File: src/rtl/cpq_pkg.sv
package cpq_pkg;
  typedef enum logic [1:0] {
    ACT_NONE,
    ACT_ADMIT,
    ACT_DROP,
    ACT_PUSH
  } arrival_act_e;
endpackage

File: src/rtl/cpq_victim.sv
// Picks which queued low-priority slot is evicted: lowest index (oldest) or highest (newest).
module cpq_victim #(
  parameter int DEPTH = 8,
  parameter int IDX_W = 3
) (
  input  logic [DEPTH-1:0] lo_mask,
  input  logic             pick_newest,
  output logic [IDX_W-1:0] idx,
  output logic             found
);
  always_comb begin
    idx   = '0;
    found = |lo_mask;
    if (pick_newest) begin
      for (int i = 0; i < DEPTH; i++)
        if (lo_mask[i]) idx = IDX_W'(i);
    end else begin
      for (int i = DEPTH - 1; i >= 0; i--)
        if (lo_mask[i]) idx = IDX_W'(i);
    end
  end
endmodule

File: src/rtl/cpq_admit.sv
// Arrival decision, taken on the state left after any same-cycle dequeue.
module cpq_admit
  import cpq_pkg::*;
#(
  parameter int DEPTH = 8,
  parameter int OCC_W = 4
) (
  input  logic             arr_valid,
  input  logic             arr_lo,
  input  logic [OCC_W-1:0] occ_after,
  input  logic [OCC_W-1:0] lo_after,
  input  logic [OCC_W-1:0] share_thr,
  input  logic [OCC_W-1:0] lo_cap,
  input  logic             victim_found,
  output arrival_act_e     act
);
  localparam logic [OCC_W-1:0] FULL = OCC_W'(DEPTH);

  always_comb begin
    act = ACT_NONE;
    if (arr_valid) begin
      if (arr_lo) begin
        if (occ_after == FULL || occ_after > share_thr || lo_after >= lo_cap)
          act = ACT_DROP;
        else
          act = ACT_ADMIT;
      end else if (occ_after != FULL) begin
        act = ACT_ADMIT;
      end else if (victim_found) begin
        act = ACT_PUSH;
      end else begin
        act = ACT_DROP;
      end
    end
  end
endmodule

File: src/rtl/cpq_store.sv
// Ordered slot array, slot 0 is the head. Handles shift-on-dequeue, append and
// remove-and-compact in a single cycle.
module cpq_store #(
  parameter int DESC_W = 16,
  parameter int DEPTH  = 8,
  parameter int IDX_W  = 3,
  parameter int OCC_W  = 4
) (
  input  logic              clk,
  input  logic              rst_n,
  input  logic              deq,
  input  logic              wr,
  input  logic              push,
  input  logic [IDX_W-1:0]  victim,
  input  logic [DESC_W-1:0] wr_desc,
  input  logic              wr_clp,
  output logic [DESC_W-1:0] head_desc,
  output logic              head_clp,
  output logic [DEPTH-1:0]  clp_vec,
  output logic [OCC_W-1:0]  occ
);
  logic [DESC_W-1:0] desc_q [DEPTH];
  logic              clp_q  [DEPTH];
  logic [DESC_W-1:0] desc_n [DEPTH];
  logic              clp_n  [DEPTH];
  logic [OCC_W-1:0]  wpos;

  assign wpos = occ - OCC_W'(deq);

  always_comb begin
    for (int i = 0; i < DEPTH; i++) begin
      automatic int up = (i < DEPTH - 1) ? i + 1 : i;
      desc_n[i] = desc_q[i];
      clp_n[i]  = clp_q[i];
      if (push) begin
        if (i == DEPTH - 1) begin
          desc_n[i] = wr_desc;
          clp_n[i]  = wr_clp;
        end else if (i >= int'(victim)) begin
          desc_n[i] = desc_q[up];
          clp_n[i]  = clp_q[up];
        end
      end else begin
        if (deq) begin
          desc_n[i] = desc_q[up];
          clp_n[i]  = (i < DEPTH - 1) ? clp_q[up] : 1'b0;
        end
        if (wr && int'(wpos) == i) begin
          desc_n[i] = wr_desc;
          clp_n[i]  = wr_clp;
        end
      end
    end
  end

  always_ff @(posedge clk) begin
    if (!rst_n) begin
      occ <= '0;
      for (int i = 0; i < DEPTH; i++) begin
        desc_q[i] <= '0;
        clp_q[i]  <= 1'b0;
      end
    end else begin
      occ <= occ - OCC_W'(deq) + OCC_W'(wr);
      for (int i = 0; i < DEPTH; i++) begin
        desc_q[i] <= desc_n[i];
        clp_q[i]  <= clp_n[i];
      end
    end
  end

  for (genvar g = 0; g < DEPTH; g++) begin : g_vec
    assign clp_vec[g] = clp_q[g];
  end

  assign head_desc = desc_q[0];
  assign head_clp  = clp_q[0];
endmodule

File: src/rtl/cpq_sat_counter.sv
module cpq_sat_counter #(
  parameter int CNT_W = 16
) (
  input  logic             clk,
  input  logic             rst_n,
  input  logic             bump,
  output logic [CNT_W-1:0] count
);
  always_ff @(posedge clk) begin
    if (!rst_n)
      count <= '0;
    else if (bump && count != '1)
      count <= count + 1'b1;
  end
endmodule

File: src/rtl/cell_prio_queue.sv
module cell_prio_queue
  import cpq_pkg::*;
#(
  parameter int DESC_W = 16,
  parameter int DEPTH  = 8,
  parameter int CNT_W  = 16,
  localparam int IDX_W = (DEPTH > 1) ? $clog2(DEPTH) : 1,
  localparam int OCC_W = $clog2(DEPTH + 1)
) (
  input  logic              clk,
  input  logic              rst_n,
  input  logic              in_valid,
  input  logic [DESC_W-1:0] in_desc,
  input  logic              in_clp,
  output logic              out_valid,
  input  logic              out_ready,
  output logic [DESC_W-1:0] out_desc,
  output logic              out_clp,
  input  logic              cfg_push_tail,
  input  logic [OCC_W-1:0]  cfg_share_thr,
  input  logic [OCC_W-1:0]  cfg_lo_cap,
  output logic [OCC_W-1:0]  occupancy,
  output logic [OCC_W-1:0]  lo_count,
  output logic [CNT_W-1:0]  cnt_accepted,
  output logic [CNT_W-1:0]  cnt_dropped,
  output logic [CNT_W-1:0]  cnt_pushed
);
  localparam int NUM_CNT = 3;

  logic             deq;
  logic [DEPTH-1:0] clp_vec;
  logic [OCC_W-1:0] occ_after, lo_after;
  logic [IDX_W-1:0] victim_idx;
  logic             victim_found;
  arrival_act_e     act;
  logic [NUM_CNT-1:0] bump;
  logic [CNT_W-1:0]   cnt_arr [NUM_CNT];

  assign out_valid = (occupancy != '0);
  assign deq       = out_valid & out_ready;
  assign lo_count  = OCC_W'($countones(clp_vec));
  assign occ_after = occupancy - OCC_W'(deq);
  assign lo_after  = lo_count - OCC_W'(deq & out_clp);

  cpq_victim #(.DEPTH(DEPTH), .IDX_W(IDX_W)) u_victim (
    .lo_mask    (clp_vec),
    .pick_newest(cfg_push_tail),
    .idx        (victim_idx),
    .found      (victim_found)
  );

  cpq_admit #(.DEPTH(DEPTH), .OCC_W(OCC_W)) u_admit (
    .arr_valid   (in_valid),
    .arr_lo      (in_clp),
    .occ_after   (occ_after),
    .lo_after    (lo_after),
    .share_thr   (cfg_share_thr),
    .lo_cap      (cfg_lo_cap),
    .victim_found(victim_found),
    .act         (act)
  );

  cpq_store #(.DESC_W(DESC_W), .DEPTH(DEPTH), .IDX_W(IDX_W), .OCC_W(OCC_W)) u_store (
    .clk      (clk),
    .rst_n    (rst_n),
    .deq      (deq),
    .wr       (act == ACT_ADMIT),
    .push     (act == ACT_PUSH),
    .victim   (victim_idx),
    .wr_desc  (in_desc),
    .wr_clp   (in_clp),
    .head_desc(out_desc),
    .head_clp (out_clp),
    .clp_vec  (clp_vec),
    .occ      (occupancy)
  );

  assign bump[0] = (act == ACT_ADMIT) || (act == ACT_PUSH);
  assign bump[1] = (act == ACT_DROP);
  assign bump[2] = (act == ACT_PUSH);

  for (genvar g = 0; g < NUM_CNT; g++) begin : g_cnt
    cpq_sat_counter #(.CNT_W(CNT_W)) u_cnt (
      .clk  (clk),
      .rst_n(rst_n),
      .bump (bump[g]),
      .count(cnt_arr[g])
    );
  end

  assign cnt_accepted = cnt_arr[0];
  assign cnt_dropped  = cnt_arr[1];
  assign cnt_pushed   = cnt_arr[2];
endmodule

File: config.mk
export PLATFORM = sky130hd
export DESIGN_NAME = cell_prio_queue
export DESIGN_NICKNAME = d
export VERILOG_FILES = /design/src/rtl/cpq_pkg.sv /design/src/rtl/cpq_victim.sv /design/src/rtl/cpq_admit.sv /design/src/rtl/cpq_store.sv /design/src/rtl/cpq_sat_counter.sv /design/src/rtl/cell_prio_queue.sv
export SDC_FILE = /design/constraint.sdc
export NUM_CORES = 1
export LEC_CHECK = 0
export CORE_UTILIZATION = 55
export DETAILED_ROUTE_END_ITERATION = 10
export DONT_BUFFER_PORTS = 1
export PLACE_DENSITY_LB_ADDON = 0.3
export SETUP_SLACK_MARGIN = 0.5
export SYNTH_ARGS = -nofsm -noshare
export SYNTH_HDL_FRONTEND = slang
export SYNTH_SLANG_ARGS = --single-unit
File: constraint.sdc
create_clock -name clk -period 5.85 [get_ports clk]
set_clock_uncertainty 0.1 [all_clocks]
set_input_delay 0.2925 -clock clk [delete_from_list [all_inputs] [get_ports clk]]
set_output_delay 0.2925 -clock clk [all_outputs]
set_load 0.01 [all_outputs]
After elaboration in Yosys (flattened, before gate mapping). Memory sizes are Yosys's and may differ from the RTL's. Cells that the tools add are included.

Add/subtract/negate cells: 13. Multipliers: 0. Divide/modulo/power cells: 0. Magnitude comparators: 9. Equality and inequality tests: 15. Shift-type cells: 0. Mux-type cells: 100. Bitwise operators: 18. Reduce and logical (&&, ||, !) cells: 17.

Operators with widths (number): 16-bit two-way mux (38); 16-bit by 1-bit adder with 16-bit output, second input constant (3); 16-bit inequality test, second input constant (3); 1-bit two-way mux (43); 3-bit two-way mux (13); 4-bit == test, second input constant (5); 1-bit OR (16); 2-bit two-way mux (6); 1-bit logical AND (11); 3-bit >= comparator, first input constant (3); 1-bit by 1-bit adder with 2-bit output (4); 4-bit by 3-bit == test with 1-bit output, second input constant (2); 8-bit OR reduction (1); 4-bit by 1-bit subtractor with 4-bit output (2); 2-bit by 2-bit adder with 3-bit output (2); 1-bit by 3-bit >= comparator with 1-bit output, first input constant (2); 2-bit by 3-bit >= comparator with 1-bit output, first input constant (2); 3-bit by 3-bit adder with 4-bit output (1); 4-bit by 1-bit adder with 4-bit output (1); 2-bit == test, second input constant (2); 4-bit by 2-bit == test with 1-bit output, second input constant (1); 4-bit >= comparator (1); 4-bit > comparator (1); 4-bit zero test (1); 5 further kinds (8).

Register bits after elaboration: 52. Latch bits: 0. Bits in writable memories: 136. Memory bits (read-only): 0. Input port bits: 30. Logic and storage cells: 178. Memories: 2.

Memories: u_store.desc_q (words 8, bits a word 16, read ports 8, clocked after Yosys merged registers in 0, write ports 8, RTL line cpq_store.sv:22) `logic [DESC_W-1:0] desc_q [DEPTH];`; u_store.clp_q (words 8, bits a word 1, read ports 8, clocked after Yosys merged registers in 0, write ports 8, RTL line cpq_store.sv:23) `logic clp_q [DEPTH];`.

Longest topological paths before layout. Gate-level depths: netlist of run 1. An unclocked memory read counts as a cell.

Depth after elaboration: 15. Depth in mapped cells: 19. Depth with buffers taken out: 19.

Cells and area by module. From an unflattened synthesis of run 1, not the netlist that was laid out.

Cell total of the unflattened synthesis: 1165. Area total of the unflattened synthesis: 10342.4 um^2.

Modules (own cells, without submodules): cpq_store (times used 1, cells each 768, area an instance 7053.0 um^2); cpq_sat_counter (times used 3, cells each 97, area an instance 837.1 um^2); cell_prio_queue (times used 1, cells each 51, area an instance 372.9 um^2); cpq_admit (times used 1, cells each 33, area an instance 275.3 um^2); cpq_victim (times used 1, cells each 22, area an instance 130.1 um^2).

Least setup slack after synthesis of run 1. OpenSTA, ideal clock, no wires.

Path type: register to register. Start point: memory u_store.clp_q[0][0]. End point: memory u_store.desc_q[6][5], in the netlist u_store.desc_q[0][101]. Setup time: 71 ps. Data arrival time: 5028 ps. Data required time: 5679 ps. Path slack: 652 ps. Stages on the path, launching flop included: 18. Path buffers: 1. Period minus slack after synthesis: 5198 ps. Cell sequence: dfxtp_1 inv_1 fa_1 fa_1 fa_1 inv_1 ha_1 fa_1 inv_1 ha_1 xor2_1 ha_1 o21ai_0 o221ai_2 nand2_1 nor3b_1 clkbuf_1 o2bb2ai_1.

RTL lines (RTL line): from (decl) (cpq_store.sv:23); to (decl) (cpq_store.sv:22).

==> results of run 1 <==
[stage by stage]
stage	setup slack [ns]	utilization [%]
after floorplan	0.652	-
after global placement	0.415	56.9
after detailed placement	0.277	56.9
after CTS	0.524	62.0
after global routing	0.482	63.5
final	0.652	63.5
[critical path: cells and delay by family (launching register included)]
kind                       cells  cell delay [ns]
AOI/OAI and AO/OA              5             1.69
DFF                            1             0.41
buffers and inverters          4             0.21
adders and majority gates      7             2.70
[Yosys cell counts (all sizes together) (9+ instances only)]
cell type	n	area, µm²
dfxtp	187	3740
o21ai	129	646
nand2	94	355
a21oi	74	378
mux2i	74	741
clkbuf	59	224
nand4	52	325
nor2	46	173
nand3	43	215
buf	40	269
a31oi	36	225
inv	35	131
nor4	22	138
ha	21	263
o211ai	21	158
or3	20	125
a211oi	18	135
o2bb2ai	16	140
nor3	15	85.1
or4	13	97.6
xnor2	13	121
o31ai	11	87.6
and3	9	56.3
[registers in the layout, indices dropped and copies added, names as in the netlist]
name and count:
u_store.desc_q 128, g_cnt.u_cnt.count 48, u_store.clp_q 8, u_store.occ 4
[power by group through the flow]
stage	Combinational, mW	Sequential (mW)	Clock (mW)
2_1_floorplan	1.30	1.65	0
3_3_place_gp	1.43	1.73	0
3_5_place_dp	1.46	1.74	0
4_1_cts	1.55	1.71	1.20
5_1_grt	1.91	1.75	1.25
6_report	1.75	1.72	1.18
[per-layer routing]
layer / up-vias / GRT usage [%]
met3: 29 / 7.52
met4: 4 / 6.25
met2: 345 / 39.1
met5: - / 0
li1: 4120 / -
met1: 4079 / 40.1
[cell families (layout without fill, tap and decap cells)]
group	Yosys count	after routing	synth area share (%)
other	0	2	0
adder cells (fa/ha/maj)	25	25	3.59
AO/OA/AOI/OAI	332	333	21.5
flip-flops	188	188	39.5
multiplexers	74	74	7.75
XOR/XNOR	20	20	1.91
buffers and inverters	135	120	6.57
AND/OR/NAND/NOR	350	350	19.2
[layout make-up]
| class | count | area share, % |
|---|---|---|
| Inverter | 36 | 1.33 |
| Antenna cell | 2 | 0.0470 |
| Clock buffer | 17 | 4.00 |
| Clock inverter | 15 | 1.79 |
| Multi-Input combinational cell | 802 | 49.7 |
| Tap cell | 220 | 2.59 |
| Sequential cell | 188 | 35.6 |
| Timing Repair Buffer | 52 | 5.03 |
[timing repair]
action,4_1_cts,5_1_grt
cloned,0,4
hold endpoints to repair,146,0
hold buffers,20,0
pin swaps,1,10
endpoints found under the setup margin,89,87
gates resized for setup,6,27
setup buffers,0,8
[path summary, 6_finish.rpt]
path,depth (start not counted),endpoint,slack [ns],start
worst max-delay path,16,u_store.clp_q[1][1]$_DFF_P_,0.65,u_store.clp_q[0][0]$_SDFFE_PN0P_
worst min register to register,2,u_store.desc_q[0][113]$_SDFFE_PN0P_,0.36,u_store.desc_q[0][113]$_SDFFE_PN0P_
worst min-delay path,2,u_store.desc_q[0][66]$_SDFFE_PN0P_,0.01,in_desc[2]
worst max register to register,16,u_store.clp_q[1][1]$_DFF_P_,0.65,u_store.clp_q[0][0]$_SDFFE_PN0P_
==> reports/results.ini, run 1 <==
[synth]
synth_cells=1124
synth_nets=1179
ys_seq_area_share_pct=39.5
syn_avg_cell_area_um2=8.50
synth_area_um2=9560
yosys_most_used_dff=dfxtp_1
yosysWarnings=0
ys_ff_latch=188
ys_async_sr_fraction_pct=0
synth-edff-count=1
post_synth_num_cell_types=68

[sta]
period_share_pct=88.8
setup_tns_ns=0
finalHoldViolations=0
hold_ws_ns=0.0106
finalMaxSlewViolations=0
setup_viol=0
fmax_mhz=192
min_period_ns=5.20
worst_pin_slew_ns=0.974
rsz0062_at_grt=false
relSlewSlack_pct=35.0

[detailed_routing]
dr_total_vias=8577
wl_met2_um=10700
top_layer=met5
wl_met3_um=2030
wl_per_cell_um=18.7
met1_length_um=11800
drc=0
routed_via_density=6.44
drt.antenna.violating_nets=0
wl_um=24800
drtIter0Drc=869
first_pass_iters=5

[layout]
seq_area_um2=3780
final_common_cell=dfxtp_1
fin_nets=1152
layout.cells.non_filler=1332
final_cell_mix=dfxtp_1 (184), o21ai_0 (125), nand2_1 (93)
fin_area_um2=10600
multi_input_area_um2=5290
num-fill-cells=1416
drive_above_1_share_pct=9.28
syn_to_final_growth_pct=11.3

[global_routing]
antenna_found_initial=2
grt_pass1_vias=7456
grt_pass1_wl_um=39400
overflow=0
track_usage_pct=27.3
grt_max_degree=161

[setup_path]
cp-start-kind=register
cpMaxStageDelayCell=fa_2
path_max_fanout=5
worstSetupEndpointType=register
arrival_ns=5.45
worst_path_largest_cell_delay_ns=0.60
crit_top_cell=fa_1
required_ns=6.11
path_cells=inv_4 > fa_1 > fa_1 > fa_1 > inv_1 > ha_2 > fa_2 > inv_2 > ha_1 > inv_2 > ha_4 > a211oi_4 > o221ai_4 > a2111o_2 > a2111o_1 > o31ai_1
critical_path_class=register to register

[power_and_ir_drop]
p_int_mw=2.78
ir_worst_vdd_mv=0.258
leakage_nw=3.94
combPwrFrac_pct=37.6
switching_share_pct=40.2
p_seq_share_pct=37.0
pwr-share-clk_pct=25.5
power.density_nw_per_um2=437
finalPower_mw=4.65
switching_power_mw=1.87

[clock_tree]
cts_max_path_buffers=2
tritoncts=built
clock-sinks=188
cts.htree.levels=4
clk_latency_ns=0.45
numCtsBuffers=17
clk_pin_slew_worst_paths_ns=0.08
cts-root-buf=clkbuf_16

[place]
place_hpwl_um=15400
post-place-cells=1266
place.gp.congestion=0.897
place_area_um2=9530
io_buffers=0

[floorplan]
die_area_um2=17900
fp.dieH_um=134
core-area_um2=16800
start_util_pct=57.0
fp.dieW_um=134
ios=104
rows=47

[flow_run]
maxCapViolCount=0

[hold_path]
hold_class=input port to register

[status]
status=completed

(Power assumes the default switching activity.)
==> run 2: changes to the inputs <==
PLACE_DENSITY = 0.7   (was not set)
PLACE_DENSITY_LB_ADDON = not set   (was 0.3)
==> run 2 against run 1 <==
Against the previous run:
- utilization rose by 0.81 points
- maximum frequency is 1.9% lower
- clock power about the same
- routed wire length up 2.7%
- non-clock buffer count rose by 4
- power rose by 3.4%
- combinational power increased by 9%
- largest cell class unchanged
- highest routed layer unchanged
- sequential share of layout area down 0.47 points
- first-iteration DRC count grew 11%
==> reports/results.ini, run 2 (same netlist as run 1, synthesis figures left out) <==
[sta]
min_period_ns=5.30
fmax_mhz=189
worst_pin_slew_ns=1.08
relSlewSlack_pct=28.2
period_share_pct=90.5
setup_tns_ns=0
setup_viol=0
fin_ws_ns=0.553
finalHoldViolations=0
rsz0062_at_grt=true
finalMaxSlewViolations=0

[floorplan]
ios=104
fp.dieW_um=134
die_area_um2=17900
rows=47
core-area_um2=16800
start_util_pct=57.0
fp.dieH_um=134

[hold_path]
hold_depth=3
hold_path_end=g_cnt[1].u_cnt.count[2]$_SDFFE_PN0P_
hp-start=in_valid
hold_class=input port to register

[detailed_routing]
drt.antenna.violating_nets=0
routed_via_density=6.40
wl_per_cell_um=19.1
dr_total_vias=8560
drc=0
first_pass_iters=5
drtIter0Drc=961
wl_um=25500

[setup_path]
reg2regPathDepth=17
required_ns=6.05
critical_path_class=register to register
cp-start-kind=register
r2r-end=u_store.desc_q[0][38]$_SDFFE_PN0P_
rrSetupSlack_ns=0.55
worstSetupEndpointType=register
path_max_fanout=8
timing.rr.start=u_store.clp_q[0][0]$_SDFFE_PN0P_
arrival_ns=5.50

[power_and_ir_drop]
power.density_nw_per_um2=446
finalPower_mw=4.81
ir_worst_vdd_mv=0.240
leakage_nw=3.96

[flow_run]
maxCapViolCount=0

[place]
io_buffers=0
place_ws_ns=0.235
place_hpwl_um=15300
place.gp.congestion=0.890
post-place-cells=1264

[layout]
syn_to_final_growth_pct=12.7
final_cell_mix=dfxtp_1 (184), o21ai_0 (121), nand2_1 (93)
layout.cells.non_filler=1337
fin_nets=1157
multi_input_area_um2=5370
num-fill-cells=1393
largestRegisters=u_store.desc_q x128, g_cnt.u_cnt.count x48, u_store.clp_q x8
final_common_cell=dfxtp_1
top_register=u_store.desc_q
drive_above_1_share_pct=10.2
largest_reg_flops=128
seq_area_um2=3780

[clock_tree]
cts_max_path_buffers=2
cts-root-buf=clkbuf_16
clk_pin_slew_worst_paths_ns=0.08
clk_latency_ns=0.45
numCtsBuffers=17
clock-sinks=188
cts.htree.levels=4
tritoncts=built

[global_routing]
grt_pass1_vias=7396
overflow=0
grt_pass1_wl_um=39000
track_usage_pct=27.0
antenna_found_initial=1
grt_max_degree=161

[status]
status=completed

run 2: cell count changes in the layout (fill, tap and decap cells not counted), sizes merged:
| cell | previous run | this run |
|---|---|---|
| buf | 30 | 35 |
| clkinv | 6 | 7 |
| clkbuf | 20 | 21 |
| a2111o | 3 | 4 |
| dlygate4sd3 | 19 | 18 |
| inv | 43 | 41 |
run 2: where the power goes:
part           leakage [nW]  switching [mW]  internal [mW]
clock network         0.294           0.582          0.588
registers              1.53           0.208           1.52
logic                  2.14            1.15          0.758
total                  3.96            1.94           2.87
run 2: per-layer routing:
metal / wire [µm] / track usage [%] / vias up / share of wire, %
li1: - / - / 4142 / -
met1: 11800 / 40.7 / 3987 / 46
met2: 11000 / 38.6 / 385 / 43
met3: 2150 / 6.31 / 44 / 8.4
met4: 524 / 5.81 / 2 / 2.1
met5: 13 / 0 / - / 0.051
run 2: metrics by stage:
step	cell area (µm²)	utilization (%)	hold WS, ns
2_1_floorplan	9560	-	0.309
3_3_place_gp	9520	56.8	0.312
3_5_place_dp	9520	56.8	0.316
4_1_cts	10400	62.2	0.00252
5_1_grt	10800	64.3	0.0245
6_report	10800	64.3	0.0131
run 2: cell type report:
cell class / count / share of cell area, %
well taps: 220 / 2.55
clock buffers: 18 / 4.07
repair buffers: 56 / 5.53
flip-flops and latches: 188 / 35.1
diodes: 2 / 0.0464
clock inverters: 14 / 1.53
multi-input cells: 803 / 49.8
inverters: 36 / 1.32
run 2: how the worst max path moves through the flow:
stage | endpoint | from | cells past startpoint | slack, ns
finish | u_store.desc_q[0][38]$_SDFFE_PN0P_ | u_store.clp_q[0][0]$_SDFFE_PN0P_ | 17 | 0.55
global route | g_cnt[0].u_cnt.count[7]$_SDFFE_PN0P_ | u_store.clp_q[0][0]$_SDFFE_PN0P_ | 18 | 0.44
CTS | u_store.desc_q[0][47]$_SDFFE_PN0P_ | u_store.clp_q[0][0]$_SDFFE_PN0P_ | 17 | 0.46
detailed placement | u_store.desc_q[0][40]$_SDFFE_PN0P_ | u_store.clp_q[0][0]$_SDFFE_PN0P_ | 17 | 0.24
global placement | u_store.desc_q[0][40]$_SDFFE_PN0P_ | u_store.clp_q[0][0]$_SDFFE_PN0P_ | 16 | 0.42
floorplan | u_store.desc_q[0][101]$_SDFFE_PN0P_ | u_store.clp_q[0][0]$_SDFFE_PN0P_ | 17 | 0.65
run 2: critical path, stage by stage, from the launching register on:
cell,delay (ns)
dfxtp_4,0.42
clkinvlp_4,0.14
fa_1,0.53
fa_1,0.44
fa_1,0.49
inv_1,0.07
ha_4,0.17
fa_2,0.60
inv_1,0.06
ha_2,0.31
inv_1,0.06
ha_4,0.22
a211oi_4,0.31
o221ai_4,0.22
buf_6,0.20
a2111o_1,0.54
o21ai_0,0.21
a211oi_1,0.06
run 2: repair_timing:
| item | CTS | global route |
|---|---|---|
| pin swaps | 2 | 16 |
| endpoints found under the hold margin | 143 | 0 |
| cloned | 1 | 5 |
| gates resized for setup | 17 | 33 |
| buffers inserted | 1 | 13 |
| hold buffers | 19 | 0 |
| setup endpoints to repair | 117 | 106 |
